**config.mk**
```make
export PLATFORM = sky130hd
export DESIGN_NAME = agc_gain_ctrl
export DESIGN_NICKNAME = d
export VERILOG_FILES = /design/src/rtl/agc_pkg.sv /design/src/rtl/agc_ctrl.sv /design/src/rtl/agc_gain_dp.sv /design/src/rtl/agc_gain_ctrl.sv
export SDC_FILE = /design/constraint.sdc
export NUM_CORES = 1
export LEC_CHECK = 0
export CAP_MARGIN = 30
export CORE_MARGIN = 1
export CORE_UTILIZATION = 28
export DETAILED_ROUTE_END_ITERATION = 6
export DONT_BUFFER_PORTS = 1
export MAX_ROUTING_LAYER = met4
export SYNTH_ARGS = -nofsm -noshare
export SYNTH_HDL_FRONTEND = slang
export SYNTH_SLANG_ARGS = --single-unit
```
**constraint.sdc**
```tcl
create_clock -name clk -period 8.93 [get_ports clk]
set_input_delay 0.4465 -clock clk [delete_from_list [all_inputs] [get_ports clk]]
set_output_delay 0.4465 -clock clk [all_outputs]
set_load 0.05 [all_outputs]
```
**src/rtl/agc_pkg.sv**
```systemverilog
package agc_pkg;
  // Effective adjustment request seen by the step timer
  typedef enum logic [1:0] {
    REQ_NONE = 2'd0,
    REQ_UP   = 2'd1,
    REQ_DOWN = 2'd2
  } agcReq_e;

  // Strobes from control to datapath, one cycle wide
  typedef struct packed {
    logic stepUp;
    logic stepDown;
  } stepCmd_t;
endpackage

```
**src/rtl/agc_ctrl.sv**
```systemverilog
module agc_ctrl
  import agc_pkg::*;
#(
  parameter int UP_CYCLES   = 16000,
  parameter int DOWN_CYCLES = 320
) (
  input  logic     clk,
  input  logic     rstN,
  input  logic     tooSmall,
  input  logic     tooLarge,
  input  logic     holdN,
  input  logic     writing,
  input  logic     servoSel,
  input  logic     fixedSel,
  output stepCmd_t cmd,
  output logic     dirDown
);
  localparam int LONGEST = (UP_CYCLES > DOWN_CYCLES) ? UP_CYCLES : DOWN_CYCLES;
  localparam int CNT_W   = $clog2(LONGEST + 1);
  localparam logic [CNT_W-1:0] UP_LAST   = CNT_W'(UP_CYCLES - 1);
  localparam logic [CNT_W-1:0] DOWN_LAST = CNT_W'(DOWN_CYCLES - 1);

  logic             loopRun;
  agcReq_e          reqNow;
  agcReq_e          reqPrev;
  logic [CNT_W-1:0] tickCnt;
  logic [CNT_W-1:0] tickLast;
  logic             sameReq;
  logic             stepHit;

  always_comb begin
    loopRun = holdN && !writing && !servoSel && !fixedSel;
    if (!loopRun)      reqNow = REQ_NONE;
    else if (tooLarge) reqNow = REQ_DOWN;   // decrease wins
    else if (tooSmall) reqNow = REQ_UP;
    else               reqNow = REQ_NONE;
    tickLast = (reqNow == REQ_DOWN) ? DOWN_LAST : UP_LAST;
    sameReq  = (reqNow != REQ_NONE) && (reqNow == reqPrev);
    stepHit  = sameReq && (tickCnt == tickLast);
    cmd.stepUp   = stepHit && (reqNow == REQ_UP);
    cmd.stepDown = stepHit && (reqNow == REQ_DOWN);
  end

  always_ff @(posedge clk or negedge rstN) begin
    if (!rstN) begin
      reqPrev <= REQ_NONE;
      tickCnt <= '0;
      dirDown <= 1'b0;
    end else begin
      reqPrev <= reqNow;
      if (!sameReq || stepHit) tickCnt <= '0;
      else                     tickCnt <= tickCnt + 1'b1;
      if (reqNow != REQ_NONE)  dirDown <= (reqNow == REQ_DOWN);
    end
  end
endmodule

```
**src/rtl/agc_gain_dp.sv**
```systemverilog
module agc_gain_dp
  import agc_pkg::*;
#(
  parameter int GAIN_W   = 5,
  parameter int BASE_MAX = 15,
  parameter int EXT_ADD  = 6
) (
  input  logic              clk,
  input  logic              rstN,
  input  stepCmd_t          cmd,
  input  logic              servoSel,
  input  logic              fixedSel,
  input  logic              extendRange,
  input  logic [GAIN_W-1:0] regGain,
  output logic [GAIN_W-1:0] gainCode
);
  localparam logic [GAIN_W-1:0] LIM_BASE = GAIN_W'(BASE_MAX);
  localparam logic [GAIN_W-1:0] LIM_EXT  = GAIN_W'(BASE_MAX + EXT_ADD);

  logic [GAIN_W-1:0] storedGain;
  logic [GAIN_W-1:0] limitGain;
  logic [GAIN_W-1:0] effGain;
  logic [GAIN_W-1:0] fixedGain;

  always_comb begin
    limitGain = extendRange ? LIM_EXT : LIM_BASE;
    effGain   = (storedGain > limitGain) ? limitGain : storedGain;
    fixedGain = (regGain > limitGain) ? limitGain : regGain;
    if (servoSel)      gainCode = limitGain;
    else if (fixedSel) gainCode = fixedGain;
    else               gainCode = effGain;
  end

  always_ff @(posedge clk or negedge rstN) begin
    if (!rstN) begin
      storedGain <= '0;
    end else if (cmd.stepDown) begin
      if (effGain != '0) storedGain <= effGain - 1'b1;
      else               storedGain <= '0;
    end else if (cmd.stepUp) begin
      if (effGain != limitGain) storedGain <= effGain + 1'b1;
      else                      storedGain <= limitGain;
    end
  end
endmodule

```
**src/rtl/agc_gain_ctrl.sv**
```systemverilog
module agc_gain_ctrl
  import agc_pkg::*;
#(
  parameter int GAIN_W      = 5,
  parameter int BASE_MAX    = 15,
  parameter int EXT_ADD     = 6,
  parameter int UP_CYCLES   = 16000,
  parameter int DOWN_CYCLES = 320
) (
  input  logic              clk,
  input  logic              rstN,
  input  logic              tooSmall,
  input  logic              tooLarge,
  input  logic              holdN,
  input  logic              writing,
  input  logic              servoSel,
  input  logic              fixedSel,
  input  logic [GAIN_W-1:0] regGain,
  input  logic              extendRange,
  output logic [GAIN_W-1:0] gainCode,
  output logic              dirDown
);
  stepCmd_t stepCmd;

  agc_ctrl #(
    .UP_CYCLES  (UP_CYCLES),
    .DOWN_CYCLES(DOWN_CYCLES)
  ) ctrl (
    .clk     (clk),
    .rstN    (rstN),
    .tooSmall(tooSmall),
    .tooLarge(tooLarge),
    .holdN   (holdN),
    .writing (writing),
    .servoSel(servoSel),
    .fixedSel(fixedSel),
    .cmd     (stepCmd),
    .dirDown (dirDown)
  );

  agc_gain_dp #(
    .GAIN_W  (GAIN_W),
    .BASE_MAX(BASE_MAX),
    .EXT_ADD (EXT_ADD)
  ) dp (
    .clk        (clk),
    .rstN       (rstN),
    .cmd        (stepCmd),
    .servoSel   (servoSel),
    .fixedSel   (fixedSel),
    .extendRange(extendRange),
    .regGain    (regGain),
    .gainCode   (gainCode)
  );
endmodule

```
-- After elaboration in Yosys (flattened, before gate mapping)
Index checks and enable logic that the tools add are counted.
- equality and inequality tests: 5
- $lt $le $gt $ge: 2
- reduce and logical (&&, ||, !) cells: 15
- $add $sub $neg: 3
- multiplexer cells: 14
- operator list (operator ; count):
    $mux 5 ; 9
    $mux 14 ; 2
    $add 14x1->14 const B ; 1
    $eq 14x14->1 ; 1
    $gt 5x5->1 ; 2
    $logic_and 1x1->1 ; 7
    $add 5x1->5 const B ; 1
    $ne 5x5->1 ; 1
    $reduce_bool 5->1 ; 1
    $sub 5x1->5 const B ; 1
    $logic_not 1->1 ; 4
    $mux 2 ; 2
    $reduce_bool 2->1 ; 2
    $eq 2x1->1 const B ; 1
    $eq 2x2->1 ; 1
    $eq 2x2->1 const B ; 1
    $logic_or 1x1->1 ; 1
    $mux 1 ; 1
- output and inout bits: 6
- bits in registers: 22
- input bits: 14
- word-level logic and storage cells: 43

-- Logic depth before layout (Yosys ltp)
- depth after elaboration: 12
- gate-level depth with buffers: 13
- gate-level depth less buffers: 13

-- By module
From an unflattened synthesis, not the netlist that was laid out.
- cell total of the unflattened synthesis: 205
- area total of the unflattened synthesis: 1801.7 um^2
- by module, submodules not included (module ; area each (um^2) ; cells an instance ; seq. area each (um^2) ; instances):
    agc_gain_dp ; 907.1 ; 118 ; 125.1 ; 1
    agc_ctrl ; 894.6 ; 87 ; 425.4 ; 1

-- Worst setup path before layout
OpenSTA, ideal clock, no wires.
- path type: in2out
- from: in extendRange
- to: out gainCode[3]
- stages on the path: 9
- setup slack: 5.850 ns
- data required time: 8.484 ns
- data arrival time: 2.633 ns
- buffers on the path: 1
- cell sequence: inv_1 > ha_1 > and3_1 > and3_2 > buf_6 > o21ai_0 > nor2_1 > nor3_1 > o21ai_0
- cells in the longest elaborated chain, start to end: 5
- elaborated cells between the ends (all ways): 7
- classes of those cells: order compare (2); mux (5)
- ends and longest elaborated chain (what ; RTL line ; source):
    start: declaration ; agc_gain_ctrl.sv:19 ; input logic extendRange,
    $mux 5 (*) ; agc_gain_dp.sv:26 ; limitGain = extendRange ? LIM_EXT : LIM_BASE;
    $gt 5x5->1 (on tied branches) ; agc_gain_dp.sv:27, agc_gain_dp.sv:28 ;
    $mux 5 (on tied branches) ; agc_gain_dp.sv:27, agc_gain_dp.sv:28 ;
    $mux 5 ; agc_gain_dp.sv:30 ; else if (fixedSel) gainCode = fixedGain;
    $mux 5 (*) ; agc_gain_dp.sv:29 ; if (servoSel) gainCode = limitGain;
    end: declaration ; agc_gain_ctrl.sv:20 ; output logic [GAIN_W-1:0] gainCode,
Mark *: on every way between the ends. The rest lies on a longest branch, timed or not.

-- Final worst setup path
- from: reg dp.storedGain[3]
- to: out gainCode[3]
- cells in the longest elaborated chain, start to end: 4
- ends and longest elaborated chain (what ; RTL line ; source):
    start: declaration ; agc_gain_dp.sv:20 ; logic [GAIN_W-1:0] storedGain;
    start signal: assignment ; agc_gain_dp.sv:38 ; if (effGain != '0) storedGain <= effGain - 1'b1;
    start signal: assignment ; agc_gain_dp.sv:41 ; if (effGain != limitGain) storedGain <= effGain + 1'b1;
    start signal: assignment ; agc_gain_dp.sv:42 ; else storedGain <= limitGain;
    $gt 5x5->1 ; agc_gain_dp.sv:27 ; effGain = (storedGain > limitGain) ? limitGain : storedGain;
    $mux 5 (*) ; agc_gain_dp.sv:27 ;
    $mux 5 (*) ; agc_gain_dp.sv:30 ;
    $mux 5 (*) ; agc_gain_dp.sv:29 ;
Marks and branches as above.

==> metrics <==
Distinct cells, synth 50; Total GRT Usage 13.0%; core area 0.00592 mm2; Die Ht between 80 and 90 um; Setup Skew roughly 0.0027 ns; initial antenna violation count 0; HP Class input pin to register; endpoints failing setup 0; Post-synth EDFFs 0; IO Port Bufs 0; Slew @ Worst Pin 0.941 ns; Seq cells post-synth 22; Clock Tree Buf Depth 2; RSZ-0062 raised after global routing no; ys async rst share 100%; via count 1499; # rows 28; total grt overflow 0; Crit-path slowest cell o21ai_1; Max Fanout on Critical Path 11; WL per Instance 13.8 um; status finished clean; WP data arrival 2.90 ns; Ys Warns 0; Pre-antenna DRT Iters 4; CTS resizes 0; post-synth top area cell dfrtp_1; share of cells above drive strength 1 9.85%; Slew Viols, Final 0; crit path from dp.storedGain[3]$_DFFE_PN0P_; final worst-path cycle share 37.4%; Power Density 106 mW/mm2; CTS clk-pin slew, worst paths 0.08 ns; Synth area leaders dfrtp_1, ha_1, nor2_1, nand3_1, nand2_1; Mapped Nets between 200 and 250; VDD IR max 0.000113 V; Routed Wire Length between 3 and 4 mm; pre-CTS setup slack 5.76 ns; htree depth 1; Final ANT Viol Nets 0; Synth Flop Type dfrtp_1; area grow syn2layout 8.11%; slowest stage delay, CP 0.73 ns; min Tclk post-route 3.34 ns; largest net degree at the start of global routing 23; hold path startpoint tooLarge; Post-CTS Repair Setup Buffers 0; Initial Utilization 28.9%; ANT cells 0; setup ws final 5.59 ns; crit path kind register to primary output; DRC viols 0; post-synthesis sequential area ratio 32.2%; fmax 299 MHz; worst r2r src dp.storedGain[3]$_DFFE_PN0P_; startpoint types register; Die W ~80 um; share of the synthesized area in the top cell type 32.2%; die area 0.00643 mm2; Worst EP required around 8.5 ns; CTS root buf clkbuf_8; DP Cell Count 272; Setup TNS 0 ns; endpoints failing hold 0; crit path capture type primary output; nets about 230; max_slew headroom 36.9%; mapped cell area about 0.0017 mm2; crit path cell chain ha_1 > a31o_1 > a21oi_1 > o21ai_0 > nor2_1 > nor3_1 > o21ai_1; max_cap viols 0; DR iter-0 viols between 100 and 150; Placer Congestion 0.876; # IOs 20; first-pass GRT wire length 6.47 mm; vias per cell 5.39; Cells after Synth 203; Cell Count, Final, Fillers Out about 280; Leak 0.802 nW; Avg Inst Size Synth around 8.4 um2; CTS Sinks 22; FILL cells 618; CTS tree done; commonest non-fill, non-tap cells in the layout nor2_1, dfrtp_1, nand2_1; CTS Buf Count 3; vias in the first global route 1436; Post-DP HPWL 2.92 mm; commonest non-fill, non-tap cell in the layout nor2_1; clock latency on the worst-skew pair 0.26 ns
cell usage after synthesis (2+ instances only):
master     number
nor3b_1         2
nor2b_1         2
nand3_1        16
a31oi_1         4
a211oi_1        5
nand2_1        18
and2_1          2
xnor2_1         7
clkbuf_1        4
inv_1          10
and3_1          8
nor2_1         25
ha_1            9
xor2_1          6
mux2_2          3
buf_6           2
dfrtp_1        22
a21oi_1        12
a31o_2          2
nand3b_1        3
o31ai_1         4
nand4_1         2
o21ai_0         7
a2111oi_0       2
where the power goes:
group / switching, W / total, W / internal (W)
combinational: 0.0000147 / 0.0000215 / 0.00000672
sequential: 0.00000432 / 0.000105 / 0.000101
clock: 0.0000309 / 0.0000702 / 0.0000392
layout make-up:
type,instances,area (um2),area share [%]
inverters,10,37.5,2.03
repair buffers,3,32.5,1.76
multi-input cells,164,1080,58.4
clock buffers,4,55.1,2.97
flip-flops and latches,22,551,29.7
well taps,75,93.8,5.07
repair_timing:
item,in CTS,in global routing
hold endpoints to repair,22,0
hold buffers,1,0
endpoints found under the setup margin,0,0
worst max-delay path, delay by kind of cell, from the launching register on:
family                   cells  cell delay, ns
AND/OR/NAND/NOR              2            0.20
AO/OA/AOI/OAI                4            1.56
adder cells (fa/ha/maj)      1            0.31
flip-flops                   1            0.56
stage by stage:
| stage | hold WS (ns) | area (um2) | utilization (%) | total power [W] |
|---|---|---|---|---|
| floorplan | 0.151 | 1710 | - | 0.000123 |
| global placement | 0.152 | 1760 | 29.8 | 0.000124 |
| detailed placement | 0.152 | 1770 | 29.9 | 0.000126 |
| CTS | 0.235 | 1840 | 31.0 | 0.000199 |
| global route | 0.229 | 1850 | 31.3 | 0.000207 |
| finish | 0.242 | 1850 | 31.3 | 0.000197 |
path summary, 6_finish.rpt:
path | to | slack [ns] | cells past startpoint
worst min register to register | ctrl.tickCnt[0]$_DFF_PN0_ | 0.49 | 1
min in group asynchronous | ctrl.tickCnt[7]$_DFF_PN0_ | 0.45 | 1
worst min-delay path | ctrl.reqPrev[0]$_DFF_PN0_ | 0.24 | 1
worst max-delay path | gainCode[3] | 5.59 | 7
max in group asynchronous | dp.storedGain[2]$_DFFE_PN0P_ | 8.10 | 2
worst max register to register | dp.storedGain[4]$_DFFE_PN0P_ | 5.74 | 12
layer usage:
metal / GRT usage, % / routed length [um] / vias to the layer above
met5: - / 0 / -
li1: - / - / 741
met4: 3.75 / 60 / 0
met2: 22.4 / 1810 / 52
met1: 15.4 / 1760 / 700
met3: 2.50 / 210 / 6
sequential cells by signal (all words and copies together) (netlist names):
signal / cells
ctrl.tickCnt: 14
ctrl.reqPrev: 2
ctrl.dirDown: 1
dp.storedGain: 5
logic make-up (layout without fill, tap and decap cells):
group / Yosys count / count (layout) / synth area share (%)
simple gates: 90 / 90 / 28.0
compound gates: 48 / 48 / 19.4
flops: 22 / 22 / 32.2
buf+inv: 17 / 17 / 4.68
xor+xnor: 13 / 13 / 6.65
fa+ha+maj: 9 / 9 / 6.58
mux: 4 / 4 / 2.56
(Power assumes the default switching activity.)
